`config.mk`:
```
export PLATFORM = sky130hd
export DESIGN_NAME = scroll_line_scan
export DESIGN_NICKNAME = d
export VERILOG_FILES = /design/src/rtl/lcdscan_pkg.sv /design/src/rtl/scan_seq.sv /design/src/rtl/line_ctr.sv /design/src/rtl/page_decode.sv /design/src/rtl/scroll_line_scan.sv
export SDC_FILE = /design/constraint.sdc
export NUM_CORES = 1
export LEC_CHECK = 0
export ABC_AREA = 1
export BUFFER_PORTS_ARGS = -buffer_cell sky130_fd_sc_hd__clkbuf_2
export CORE_UTILIZATION = 45
export DETAILED_ROUTE_END_ITERATION = 6
export PLACE_DENSITY = 0.82
export SLEW_MARGIN = 20
export SYNTH_ARGS = -nofsm -noshare
export SYNTH_HDL_FRONTEND = slang
export SYNTH_SLANG_ARGS = --single-unit
export TNS_END_PERCENT = 20
```
`constraint.sdc`:
```
create_clock -name clk -period 1.64 [get_ports clk]
set_clock_uncertainty 0.1 [all_clocks]
set_input_delay 0.328 -clock clk [delete_from_list [all_inputs] [get_ports clk]]
set_output_delay 0.328 -clock clk [all_outputs]
set_load 0.03 [all_outputs]
```
`src/rtl/lcdscan_pkg.sv`:
```
package lcdscan_pkg;

    localparam int unsigned LINE_W_DEF = 6;
    localparam int unsigned PAGE_W_DEF = 4;
    localparam int unsigned LINES_PER_PAGE = 8;

    typedef enum logic [1:0] {
        DUTY_HALF  = 2'b00,
        DUTY_3Q    = 2'b01,
        DUTY_FULLA = 2'b10,
        DUTY_FULLB = 2'b11
    } duty_e;

    // index of the last slot (the icon slot) for a duty choice
    function automatic int unsigned duty_last(input logic [1:0] sel, input int unsigned rows);
        case (duty_e'(sel))
            DUTY_HALF: return rows / 2;
            DUTY_3Q:   return (rows * 3) / 4;
            default:   return rows;
        endcase
    endfunction

    typedef struct packed {
        logic       gfx;
        logic       icon;
    } page_cls_t;

endpackage

```
`src/rtl/scan_seq.sv`:
```
module scan_seq #(
    parameter int unsigned SLOT_W = 7
) (
    input  logic              clk,
    input  logic              rst,
    input  logic              line_en,
    input  logic [SLOT_W-1:0] last_idx,
    output logic [SLOT_W-1:0] slot,
    output logic              at_last,
    output logic              ac_pol
);

    assign at_last = (slot >= last_idx);

    always_ff @(posedge clk) begin
        if (rst) begin
            slot   <= '0;
            ac_pol <= 1'b0;
        end else if (line_en) begin
            if (at_last) begin
                slot   <= '0;
                ac_pol <= ~ac_pol;
            end else begin
                slot   <= slot + 1'b1;
            end
        end
    end

    // polarity flips on every frame end
    p_pol_flip_r8: assert property (@(posedge clk) disable iff (rst)
        (line_en && at_last) |=> (ac_pol != $past(ac_pol)));
    // polarity held otherwise
    p_pol_hold_r8: assert property (@(posedge clk) disable iff (rst)
        !(line_en && at_last) |=> $stable(ac_pol));
    // no slot movement without a line clock
    p_slot_hold_r10: assert property (@(posedge clk) disable iff (rst)
        !line_en |=> $stable(slot));

endmodule

```
`src/rtl/line_ctr.sv`:
```
module line_ctr #(
    parameter int unsigned W = 6
) (
    input  logic         clk,
    input  logic         rst,
    input  logic         wr,
    input  logic [W-1:0] wr_val,
    input  logic         line_en,
    input  logic         reload,
    output logic [W-1:0] cnt,
    output logic [W-1:0] start_q
);

    always_ff @(posedge clk) begin
        if (rst) begin
            start_q <= '0;
        end else if (wr) begin
            start_q <= wr_val;
        end
    end

    always_ff @(posedge clk) begin
        if (rst) begin
            cnt <= '0;
        end else if (line_en) begin
            cnt <= reload ? start_q : cnt + 1'b1;
        end
    end

    // register holds without a write
    p_start_hold_r2: assert property (@(posedge clk) disable iff (rst)
        !wr |=> $stable(start_q));
    // frame end copies start line
    p_reload_r3: assert property (@(posedge clk) disable iff (rst)
        (line_en && reload) |=> (cnt == $past(start_q)));
    // modulo step
    p_step_r4: assert property (@(posedge clk) disable iff (rst)
        (line_en && !reload) |=> (cnt == W'($past(cnt) + 1'b1)));

endmodule

```
`src/rtl/page_decode.sv`:
```
module page_decode
    import lcdscan_pkg::*;
#(
    parameter int unsigned PAGE_W    = 4,
    parameter int unsigned GFX_PAGES = 8
) (
    input  logic [PAGE_W-1:0] page,
    output page_cls_t         cls
);

    always_comb begin
        cls.gfx  = (32'(page) <  GFX_PAGES);
        cls.icon = (32'(page) == GFX_PAGES);
    end

    // a page is never both graphic and icon
    always_comb begin
        a_page_excl_r9: assert ($onehot0({cls.gfx, cls.icon}));
    end

endmodule

```
`src/rtl/scroll_line_scan.sv`:
```
module scroll_line_scan
    import lcdscan_pkg::*;
#(
    parameter int unsigned LINE_W = LINE_W_DEF,
    parameter int unsigned PAGE_W = PAGE_W_DEF
) (
    input  logic              clk,
    input  logic              rst,
    input  logic              start_wr,
    input  logic [LINE_W-1:0] start_val,
    input  logic              line_en,
    input  logic [1:0]        duty_sel,
    input  logic [PAGE_W-1:0] page_addr,
    output logic [LINE_W:0]   row_addr,
    output logic              frame_start,
    output logic              icon_slot,
    output logic [LINE_W:0]   com_idx,
    output logic              ac_pol,
    output logic              page_gfx,
    output logic              page_icon
);

    localparam int unsigned ROWS      = 2 ** LINE_W;
    localparam int unsigned SLOT_W    = LINE_W + 1;
    localparam int unsigned GFX_PAGES = ROWS / LINES_PER_PAGE;
    localparam logic [SLOT_W-1:0] ICON_ROW = SLOT_W'(ROWS);

    logic [SLOT_W-1:0] last_idx;
    logic [SLOT_W-1:0] slot;
    logic              at_last;
    logic [LINE_W-1:0] cnt;
    logic [LINE_W-1:0] start_q;
    page_cls_t         pcls;

    assign last_idx = SLOT_W'(duty_last(duty_sel, ROWS));

    scan_seq #(.SLOT_W(SLOT_W)) u_seq (
        .clk      (clk),
        .rst      (rst),
        .line_en  (line_en),
        .last_idx (last_idx),
        .slot     (slot),
        .at_last  (at_last),
        .ac_pol   (ac_pol)
    );

    line_ctr #(.W(LINE_W)) u_ctr (
        .clk     (clk),
        .rst     (rst),
        .wr      (start_wr),
        .wr_val  (start_val),
        .line_en (line_en),
        .reload  (at_last),
        .cnt     (cnt),
        .start_q (start_q)
    );

    page_decode #(.PAGE_W(PAGE_W), .GFX_PAGES(GFX_PAGES)) u_pdec (
        .page (page_addr),
        .cls  (pcls)
    );

    assign row_addr    = at_last ? ICON_ROW : {1'b0, cnt};
    assign icon_slot   = at_last;
    assign frame_start = (slot == '0);
    assign com_idx     = slot;
    assign page_gfx    = pcls.gfx;
    assign page_icon   = pcls.icon;

    // a line clock in the icon slot starts a new frame
    p_icon_then_start_r6: assert property (@(posedge clk) disable iff (rst)
        (line_en && icon_slot) |=> frame_start);
    // frame start and icon slot never coincide
    p_start_icon_excl_r7: assert property (@(posedge clk) disable iff (rst)
        $onehot0({frame_start, icon_slot}));
    // first graphic slot fetches the start line
    p_first_row_r3: assert property (@(posedge clk) disable iff (rst)
        (line_en && icon_slot) |=> (row_addr == {1'b0, $past(start_q)}));

endmodule

```
==> metrics <==
status=complete, but fails checks; failing checks=negative setup slack; Die Span Y=53.26 µm; CTS buffer count=3; Gate Count Post-Synth=approximately 180; Switching Power=between 0.3 and 0.4 mW; worst path required time=~1.2 ns; post-synthesis sequential area ratio=33.86%; Port-buffer cells=34; pre-CTS setup slack=-0.3143 ns; Pre-antenna DRT Iters=4; met2 WL=between 1000 and 1500 µm; # setup viols final=23; Hold Fails Final Rpt=0; fmax=about 500 MHz; Mean Syn Cell Area=between 6 and 7 µm²; most used flip-flop cell after synthesis=dfxtp_1; vias in the first global route=around 1100; fin nets=about 250; worst-margin pin slew=0.4009 ns; relative slew slack=approximately 73%; MaxCap Viol Count=0; R2R setup slack=-0.10 ns; Peak VDD IR=about 0.00056 V; TritonCTS clock tree=built; Sw Share=34.39%; hold path start=start_val[0]; Mapped Area=around 1200 µm²; CTS max path bufs=2; most used cell, CP=nor2_4; filler cell count=217; CP max FO=9; CP Class=reg2out; DRC violations left=0; Synth Warn #=0; drt wl/cell=slightly above 10 µm; Reg-to-Reg Start=u_seq.slot[6]$_SDFFE_PP0P_; Clock Latency Late Sink=a little over 0.3 ns; final WL=2599 µm; root buf cell=clkbuf_4; clock network power share=a little over a fifth; routed vias/inst=between 4 and 5; # IOs=35; Site Rows=18; crit start category=flop; DRT antenna net count=0; r2r endpoint=u_ctr.cnt[0]$_SDFFE_PP0P_; Initial Util=about 48%; worst hold slack=~0.13 ns; Sink Count=20; initial antenna violation count=0; Iteration-0 DRC Markers=18; via count=about 1200; RSZ-0062 raised after global routing=true; hold path cells=3; ANT cells=0; worst reg-to-reg path cell count=11; area grow syn2layout=45.50%; Setup WS post-layout=-0.3451 ns; largest net degree at the start of global routing=12; Leak=approximately 0.83 nW; period utilization=121.0%; crit path cell chain=ha_4 -> nand2_2 -> nor2_2 -> nor2_4 -> nand2_8 -> nor2_4 -> buf_8; syn nets=197; Reg power frac=between 40% and 50%; Crit. End Element=primary output; chip width=around 53 µm; GR Overflow Total=0; DR top layer=met4; Synth cell types=23; first-pass GRT wire length=approximately 4400 µm; Die Area=around 2800 µm²; combinational power share=approximately 33%; PD cells=about 670 nW/µm²; Worst Path Arrival=around 1.6 ns; core area=around 2500 µm²; WHS Endpoint=u_ctr.start_q[0]$_SDFFE_PP0P_; Worst path slowest cell=dfxtp_4; hold_buf cts=0; global-route usage over all layers=21.09%; Final min period=about 2.0 ns; gpl congestion=0.7954; Internal Dissipation=around 0.75 mW; placed wire-length estimate=1988 µm; Pins Over Slew Limit=0; clk slew on worst S/H paths=0.11 ns; FFs w/ async S/R, synth=0%; Min-Delay Path Class=in2reg; number of flops mapped to enable cells by yosys=0; flops & latches, synth=20; WL met1=~1200 µm; H-tree level count=1; met3 WL post-DR=around 94 µm; CP peak stage delay=0.37 ns; share of cells above drive strength 1=about two fifths
==> synthesized netlist by cell type (2+ instances only) <==
master,n,area share (%)
nor4_1,2,1.1
nand3_1,10,4.2
a21oi_1,6,2.5
ha_1,6,6.3
nand2_1,36,11
nand4_1,3,1.6
nand2_4,4,3.8
nand2_2,2,1.1
dfxtp_1,20,34
xor2_1,4,3.0
o21ai_0,7,3.0
nor2_1,34,11
nand3_2,2,1.7
inv_1,27,8.6
nor3_1,4,1.7
==> worst max path at each step <==
stage	slack [ns]	depth (start not counted)	to	startpoint
after floorplan	-0.20	8	row_addr[6]	u_seq.slot[4]$_SDFFE_PP0P_
final	-0.35	7	row_addr[2]	u_seq.slot[6]$_SDFFE_PP0P_
after detailed placement	-0.31	9	row_addr[5]	duty_sel[1]
after CTS	-0.41	7	row_addr[5]	u_seq.slot[5]$_SDFFE_PP0P_
after global placement	-0.26	9	row_addr[5]	duty_sel[1]
after global routing	-0.42	7	row_addr[2]	u_seq.slot[6]$_SDFFE_PP0P_
==> sequential cells by signal, summed over array words and instances, names as in the netlist <==
register and cells:
u_seq.slot 7, u_ctr.start_q 6, u_ctr.cnt 6, u_seq.ac_pol 1
==> kinds of logic after synthesis <==
kind of cell | synth area share, %
AOI/OAI and AO/OA | 5.502
xor gates and xnor gates | 2.963
adders and majority gates | 6.349
buffers and inverters | 12.49
DFF | 33.86
and+or+nand+nor | 38.84
==> layout by cell type (no fill, tap or decap), types with 7 or more instances in the layout <==
master     n
nor2_1    26
buf_4     15
nand3_1   10
inv_1     26
o21ai_0    7
nor2_4     9
nand2_1   33
dfxtp_1   15
clkbuf_2  25
==> power groups by stage <==
stage	Clock, mW	Combinational [mW]	Sequential [mW]
global placement	0	0.311	0.541
finish	0.242	0.378	0.531
floorplan	0	0.224	0.552
global route	0.268	0.414	0.536
detailed placement	0	0.320	0.542
CTS	0.249	0.366	0.531
==> layout make-up <==
type / count / area (µm²) / share of cell area, %
Sequential cell: 20 / 419.2 / 24.36
Multi-Input combinational cell: 122 / 783.3 / 45.53
Tap cell: 30 / 37.54 / 2.182
Clock inverter: 1 / 3.754 / 0.2182
Timing Repair Buffer: 48 / 346.6 / 20.15
Inverter: 28 / 107.6 / 6.255
Clock buffer: 3 / 22.52 / 1.309
==> through the flow <==
stage	util [%]	total power, mW	instance area, µm²	std cells	TNS [ns]
floorplan	-	0.7759	1295	175	-1.063
global placement	62.32	0.8520	1544	246	-4.843
detailed placement	62.32	0.8613	1544	246	-6.185
CTS	68.74	1.146	1703	252	-4.054
global route	69.44	1.218	1720	252	-5.766
finish	69.44	1.151	1720	252	-3.820
==> worst max-delay path: cells and delay by family (launching register included) <==
family	cells	cell delay [ns]
buf+inv	1	0.13
fa+ha+maj	1	0.22
flops	1	0.37
simple gates	5	0.52
==> per-layer routing <==
metal / GRT usage [%] / vias up
met5: 0 / -
met4: 7.895 / 0
met3: 2.586 / 5
met2: 37.29 / 29
met1: 25.52 / 519
li1: - / 635
==> what timing repair did <==
action	4_1_cts	5_1_grt
pin swaps	3	1
setup buffers	2	0
setup endpoints to repair	23	23
endpoints found under the hold margin	0	0
cloned	0	0
gates resized for setup	24	10
(Power assumes the default switching activity.)
